<file path="config.mk">
export PLATFORM = sky130hd
export DESIGN_NAME = dbg_event_capture
export DESIGN_NICKNAME = d
export VERILOG_FILES = /design/src/rtl/dbg_pkg.sv /design/src/rtl/dbg_ibp_cmp.sv /design/src/rtl/dbg_evt_arb.sv /design/src/rtl/dbg_regfile.sv /design/src/rtl/dbg_event_capture.sv
export SDC_FILE = /design/constraint.sdc
export NUM_CORES = 1
export LEC_CHECK = 0
export BUFFER_PORTS_ARGS = -buffer_cell sky130_fd_sc_hd__buf_2
export CAP_MARGIN = 20
export CORE_MARGIN = 2
export CORE_UTILIZATION = 56
export DETAILED_ROUTE_END_ITERATION = 16
export PLACE_DENSITY = 0.81
export SYNTH_ARGS = -nofsm -noshare
export SYNTH_HDL_FRONTEND = slang
export SYNTH_HIERARCHICAL = 1
export SYNTH_SLANG_ARGS = --single-unit
</file>
<file path="constraint.sdc">
create_clock -name clk -period 2.99 [get_ports clk]
set_input_delay 0.598 -clock clk [delete_from_list [all_inputs] [get_ports clk]]
set_output_delay 0.598 -clock clk [all_outputs]
set_load 0.005 [all_outputs]
</file>
<file path="src/rtl/dbg_pkg.sv">
package dbg_pkg;

  typedef enum logic [2:0] {
    EV_NONE = 3'd0,
    EV_IBRK = 3'd1,
    EV_BKPT = 3'd2,
    EV_PABT = 3'd3,
    EV_DBRK = 3'd4,
    EV_DABT = 3'd5
  } dbg_ev_e;

  localparam int unsigned NUM_EV = 5;

  localparam logic [2:0] MOE_IBRK = 3'b001;
  localparam logic [2:0] MOE_DBRK = 3'b010;
  localparam logic [2:0] MOE_BKPT = 3'b011;

  localparam logic [31:0] FSR_INSN = 32'h0000_0400;
  localparam logic [31:0] FSR_DATA = 32'h0000_0001;

endpackage

</file>
<file path="src/rtl/dbg_ibp_cmp.sv">
module dbg_ibp_cmp #(
  parameter int XLEN    = 32,
  parameter int NUM_IBP = 2
) (
  input  logic                           fetch_vld_i,
  input  logic [XLEN-1:0]                fetch_pc_i,
  input  logic [NUM_IBP-1:0][XLEN-1:0]   ibp_i,
  output logic [NUM_IBP-1:0]             hit_vec_o,
  output logic                           hit_o
);

  for (genvar g = 0; g < NUM_IBP; g++) begin : g_cmp
    logic addr_eq;
    assign addr_eq      = (ibp_i[g][XLEN-1:2] == fetch_pc_i[XLEN-1:2]);
    assign hit_vec_o[g] = fetch_vld_i & ibp_i[g][0] & addr_eq;
  end

  assign hit_o = |hit_vec_o;

endmodule

</file>
<file path="src/rtl/dbg_evt_arb.sv">
module dbg_evt_arb
  import dbg_pkg::*;
(
  input  logic    clk,
  input  logic    rst_n,
  input  logic    en_i,
  input  logic    ibrk_i,
  input  logic    bkpt_i,
  input  logic    pabt_i,
  input  logic    dbrk_i,
  input  logic    dabt_i,
  output dbg_ev_e ev_o,
  output logic    rec_o,
  output logic    trap_req_o
);

  logic [NUM_EV-1:0] req;
  logic [NUM_EV-1:0] grant;

  assign req = {dabt_i, dbrk_i, pabt_i, bkpt_i, ibrk_i};

  // fixed priority, lowest index wins
  always_comb begin
    grant = '0;
    for (int i = 0; i < NUM_EV; i++) begin
      if (req[i] && (grant == '0)) grant[i] = 1'b1;
    end
  end

  always_comb begin
    ev_o = EV_NONE;
    unique case (1'b1)
      grant[0]: ev_o = EV_IBRK;
      grant[1]: ev_o = EV_BKPT;
      grant[2]: ev_o = EV_PABT;
      grant[3]: ev_o = EV_DBRK;
      grant[4]: ev_o = EV_DABT;
      default:  ev_o = EV_NONE;
    endcase
  end

  assign rec_o      = en_i & (ev_o != EV_NONE);
  assign trap_req_o = en_i & ((ev_o == EV_IBRK) | (ev_o == EV_BKPT) | (ev_o == EV_DBRK));

  p_single_winner_r9: assert property (@(posedge clk) disable iff (!rst_n)
    $onehot0(grant));

  p_ibrk_first_r9: assert property (@(posedge clk) disable iff (!rst_n)
    ibrk_i |-> (ev_o == EV_IBRK));

endmodule

</file>
<file path="src/rtl/dbg_regfile.sv">
module dbg_regfile
  import dbg_pkg::*;
#(
  parameter int XLEN    = 32,
  parameter int NUM_IBP = 2,
  parameter int RA_W    = 3
) (
  input  logic                          clk,
  input  logic                          rst_n,
  input  logic                          cfg_we_i,
  input  logic [RA_W-1:0]               cfg_waddr_i,
  input  logic [XLEN-1:0]               cfg_wdata_i,
  input  logic [RA_W-1:0]               cfg_raddr_i,
  output logic [XLEN-1:0]               cfg_rdata_o,
  input  logic                          rec_i,
  input  dbg_ev_e                       ev_i,
  input  logic [XLEN-1:0]               pc_i,
  input  logic [XLEN-1:0]               daddr_i,
  output logic [NUM_IBP-1:0][XLEN-1:0]  ibp_o,
  output logic                          en_o,
  output logic [2:0]                    moe_o
);

  localparam logic [RA_W-1:0] IDX_CTRL = RA_W'(NUM_IBP);
  localparam logic [RA_W-1:0] IDX_FSR  = RA_W'(NUM_IBP + 1);
  localparam logic [RA_W-1:0] IDX_FAR  = RA_W'(NUM_IBP + 2);

  logic [NUM_IBP-1:0][XLEN-1:0] ibp_q, ibp_d;
  logic                         en_q, en_d;
  logic [2:0]                   moe_q, moe_d;
  logic [XLEN-1:0]              fsr_q, fsr_d;
  logic [XLEN-1:0]              far_q, far_d;
  logic                         upd;

  // next-state
  always_comb begin
    ibp_d = ibp_q;
    en_d  = en_q;
    moe_d = moe_q;
    fsr_d = fsr_q;
    far_d = far_q;
    if (cfg_we_i) begin
      for (int i = 0; i < NUM_IBP; i++) begin
        if (cfg_waddr_i == RA_W'(i))
          ibp_d[i] = {cfg_wdata_i[XLEN-1:2], 1'b0, cfg_wdata_i[0]};
      end
      if (cfg_waddr_i == IDX_CTRL) begin
        en_d  = cfg_wdata_i[XLEN-1];
        moe_d = cfg_wdata_i[4:2];
      end
      if (cfg_waddr_i == IDX_FSR) fsr_d = cfg_wdata_i;
      if (cfg_waddr_i == IDX_FAR) far_d = cfg_wdata_i;
    end
    // recorded events override a same-cycle write of the same field
    if (rec_i) begin
      unique case (ev_i)
        EV_IBRK: moe_d = MOE_IBRK;
        EV_BKPT: begin
          moe_d = MOE_BKPT;
          fsr_d = XLEN'(FSR_INSN);
          far_d = pc_i;
        end
        EV_PABT: begin
          fsr_d = XLEN'(FSR_INSN);
          far_d = pc_i;
        end
        EV_DBRK: moe_d = MOE_DBRK;
        EV_DABT: begin
          fsr_d = XLEN'(FSR_DATA);
          far_d = daddr_i;
        end
        default: ;
      endcase
    end
  end

  assign upd = cfg_we_i | rec_i;

  // state
  always_ff @(posedge clk or negedge rst_n) begin
    if (!rst_n) begin
      ibp_q <= '0;
      en_q  <= 1'b0;
      moe_q <= '0;
      fsr_q <= '0;
      far_q <= '0;
    end else if (upd) begin
      ibp_q <= ibp_d;
      en_q  <= en_d;
      moe_q <= moe_d;
      fsr_q <= fsr_d;
      far_q <= far_d;
    end
  end

  // read mux
  always_comb begin
    cfg_rdata_o = '0;
    for (int i = 0; i < NUM_IBP; i++) begin
      if (cfg_raddr_i == RA_W'(i)) cfg_rdata_o = ibp_q[i];
    end
    if (cfg_raddr_i == IDX_CTRL) begin
      cfg_rdata_o[XLEN-1] = en_q;
      cfg_rdata_o[4:2]    = moe_q;
    end
    if (cfg_raddr_i == IDX_FSR) cfg_rdata_o = fsr_q;
    if (cfg_raddr_i == IDX_FAR) cfg_rdata_o = far_q;
  end

  assign ibp_o = ibp_q;
  assign en_o  = en_q;
  assign moe_o = moe_q;

  p_moe_hold_off_r12: assert property (@(posedge clk) disable iff (!rst_n)
    (!en_q && !(cfg_we_i && cfg_waddr_i == IDX_CTRL)) |=> $stable(moe_q));

  p_fsr_bkpt_r4: assert property (@(posedge clk) disable iff (!rst_n)
    (rec_i && ev_i == EV_BKPT) |=> (fsr_q == XLEN'(FSR_INSN) && far_q == $past(pc_i)));

  p_far_dabt_r7: assert property (@(posedge clk) disable iff (!rst_n)
    (rec_i && ev_i == EV_DABT) |=> (fsr_q == XLEN'(FSR_DATA) && far_q == $past(daddr_i)));

endmodule

</file>
<file path="src/rtl/dbg_event_capture.sv">
module dbg_event_capture
  import dbg_pkg::*;
#(
  parameter int XLEN    = 32,
  parameter int NUM_IBP = 2,
  parameter int RA_W    = $clog2(NUM_IBP + 3)
) (
  input  logic            clk,
  input  logic            rst_n,
  input  logic            fetch_vld_i,
  input  logic [XLEN-1:0] fetch_pc_i,
  input  logic            bkpt_i,
  input  logic            pabt_i,
  input  logic            dbrk_i,
  input  logic            dabt_i,
  input  logic [XLEN-1:0] daddr_i,
  input  logic            cfg_we_i,
  input  logic [RA_W-1:0] cfg_waddr_i,
  input  logic [XLEN-1:0] cfg_wdata_i,
  input  logic [RA_W-1:0] cfg_raddr_i,
  output logic [XLEN-1:0] cfg_rdata_o,
  output logic            trap_o
);

  logic [NUM_IBP-1:0][XLEN-1:0] ibp;
  logic [NUM_IBP-1:0]           hit_vec;
  logic                         ib_hit;
  logic                         en;
  logic [2:0]                   moe;
  dbg_ev_e                      ev;
  logic                         rec;
  logic                         trap_req;
  logic                         trap_q, trap_d;

  dbg_ibp_cmp #(.XLEN(XLEN), .NUM_IBP(NUM_IBP)) u_cmp (
    .fetch_vld_i (fetch_vld_i),
    .fetch_pc_i  (fetch_pc_i),
    .ibp_i       (ibp),
    .hit_vec_o   (hit_vec),
    .hit_o       (ib_hit)
  );

  dbg_evt_arb u_arb (
    .clk        (clk),
    .rst_n      (rst_n),
    .en_i       (en),
    .ibrk_i     (ib_hit),
    .bkpt_i     (bkpt_i),
    .pabt_i     (pabt_i),
    .dbrk_i     (dbrk_i),
    .dabt_i     (dabt_i),
    .ev_o       (ev),
    .rec_o      (rec),
    .trap_req_o (trap_req)
  );

  dbg_regfile #(.XLEN(XLEN), .NUM_IBP(NUM_IBP), .RA_W(RA_W)) u_regs (
    .clk         (clk),
    .rst_n       (rst_n),
    .cfg_we_i    (cfg_we_i),
    .cfg_waddr_i (cfg_waddr_i),
    .cfg_wdata_i (cfg_wdata_i),
    .cfg_raddr_i (cfg_raddr_i),
    .cfg_rdata_o (cfg_rdata_o),
    .rec_i       (rec),
    .ev_i        (ev),
    .pc_i        (fetch_pc_i),
    .daddr_i     (daddr_i),
    .ibp_o       (ibp),
    .en_o        (en),
    .moe_o       (moe)
  );

  assign trap_d = trap_req;

  always_ff @(posedge clk or negedge rst_n) begin
    if (!rst_n) trap_q <= 1'b0;
    else        trap_q <= trap_d;
  end

  assign trap_o = trap_q;

  p_trap_needs_en_r12: assert property (@(posedge clk) disable iff (!rst_n)
    trap_o |-> $past(en));

  p_trap_has_cause_r10: assert property (@(posedge clk) disable iff (!rst_n)
    trap_o |-> (moe != 3'b000));

  p_hit_needs_vld_r11: assert property (@(posedge clk) disable iff (!rst_n)
    !fetch_vld_i |-> (hit_vec == '0));

endmodule

</file>
==> summary.txt <==
status - complete, no violations
Rel. slew slack - 0.468
die footprint - 14100 sq um
Die X - 119 microns
post-route clock skew - 0.00599 ns
CORE AREA - 12700 sq um
WP data arrival - 3.26 ns
row count - 41
CTS tree - yes
H-tree Lvls - 4
final worst path period need - 2.93 ns
initial antenna violation count - 1
crit end category - flip-flop
final worst path period share - 0.981
Least-Margin Pin Slew - 0.793 ns
final wirelength - 23100 microns
Worst-Skew Late Latency - 0.42 ns
Maximum Capacitance Violations - 0
fmax - 341 MHz
Port Buffer Count - 142
worst-path fanout max - 17
grt total ovfl - 0
pre-CTS setup slack - -0.234 ns
via/cell ratio - 6.45
final slew viol count - 0
Post-CTS Hold Buffers - 0
Startpoint Class - flip-flop
global placement routability congestion - 0.990
Sink Count - 131
first-pass GRT wire length - 36000 microns
clock root buffer master - clkbuf_16
# IOs - 143
Syn. warnings - 6
Final Setup Violations - 0
type of the worst min-delay path - input pin to async pin
Pwr Total - 6.39 mW
DR vias - 6408
worst path required time - 3.32 ns
Num CTS Buffers - 17
starting density of the core - 0.580
Synth Instances - 668
drt wl/cell - 23.2 microns
worst vdd ir - 0.474 mV
Clock Path Buffers - 2
RSZ-0062 raised after global routing - false
layout cell share with drive strength beyond 1 - 0.334
HPWL after DPL - 16100 microns
Final WS setup - 0.0580 ns
Pwr Density - 704 nW/um^2
P&R area growth vs syn - 22.9%
Synth Cell Area - 7380 sq um
Die Span Y - 119 microns
Initial DRT Pass Iterations - 5
initial drt markers - 597
vias in the first global route - 6575
setup TNS - 0 ns
final hold violation count - 0
P_leak - 4.02 nW
Post-DRT Antenna Nets - 0
pin count of the biggest net entering global routing - 60
Crit Path Category - flip-flop to flip-flop
Syn Area/Cell - 11.1 sq um
layout net count - 918
DRC - 0
Layout Utilization - 0.713
Syn Nets - 778
clock-pin slew on the worst setup and hold paths - 0.06 ns
GRT Total Usage - 0.333
Hold Slack - 0.128 ns
[flip-flops by register name, summed over array words and instances (netlist names)]
name and count:
u_regs/ibp_o 62, u_regs/fsr_q 32, u_regs/moe_o 3, trap_o 1, u_regs/en_o 1, u_regs/far_q 32
[what timing repair did]
action / 4_1_cts / 5_1_grt
endpoints found under the setup margin: 0 / 59
setup buffers: 0 / 0
endpoints found under the hold margin: 0 / 0
resized for setup: 0 / 1
[layout make-up]
class                      instances  area [sq um]
multi-input combinational        480          3870
clock buffer                      23           478
antenna                            1          2.50
inverter                           3          11.3
tap                              172           215
sequential                       131          3280
clock inverter                     9           175
timing repair buffer             175          1050
fill                             916          3650
[layout by cell type (no fill, tap or decap), types with 7 or more instances in the layout]
cell / instances
mux2i_1: 85
nand2_1: 64
nand4_1: 10
buf_4: 27
a22oi_1: 31
o22ai_1: 20
a2bb2oi_1: 31
a21oi_1: 33
xor2_1: 25
nor2_1: 8
o2bb2ai_1: 28
buf_12: 7
clkbuf_16: 17
mux2_2: 60
xnor2_1: 37
buf_2: 141
dfrtp_1: 131
[stage by stage]
stage          instances  instance area, sq um
6_report             994                  9070
5_1_grt              993                  9070
4_1_cts              993                  9060
3_5_place_dp         961                  8410
3_3_place_gp         961                  8410
2_1_floorplan        668                  7380
[path summary, 6_finish.rpt]
kind                                               from                      endpoint  slack (ns)  cells after the start
setup / recovery           u_regs/ibp_o[21]$_DFFE_PN0P_   u_regs/far_q[6]$_DFFE_PN0N_        0.06                     10
hold / removal                                    rst_n   u_regs/fsr_q[7]$_DFFE_PN0N_        0.13                      1
setup reg to reg           u_regs/ibp_o[21]$_DFFE_PN0P_   u_regs/far_q[6]$_DFFE_PN0N_        0.06                     10
hold reg to reg            u_regs/fsr_q[23]$_DFFE_PN0N_  u_regs/fsr_q[23]$_DFFE_PN0N_        0.52                      2
max in group asynchronous                         rst_n  u_regs/ibp_o[24]$_DFFE_PN0P_        1.96                      2
min in group clk                         cfg_wdata_i[1]   u_regs/fsr_q[1]$_DFFE_PN0N_        0.44                      3
[critical path, stage by stage (launching register included)]
cell,delay (ns)
dfrtp_1,0.40
xor2_1,0.19
nor4_1,0.40
nand4_1,0.22
o41ai_4,0.39
nor3_2,0.11
nor2b_1,0.20
and3b_1,0.24
o21a_2,0.28
buf_4,0.23
o22ai_1,0.16
[per-layer routing]
metal,GRT usage,wire (microns),vias to the layer above
met5,0,0,-
met4,0.125,814,0
met3,0.0833,2170,65
met2,0.542,11000,425
met1,0.430,9050,3165
li1,-,-,2753
[power breakdown]
group	internal [mW]	switching, mW	total, mW
registers	2.18	0.322	2.50
logic	0.776	0.803	1.58
clock network	1.54	0.763	2.31
(Power assumes the default switching activity.)
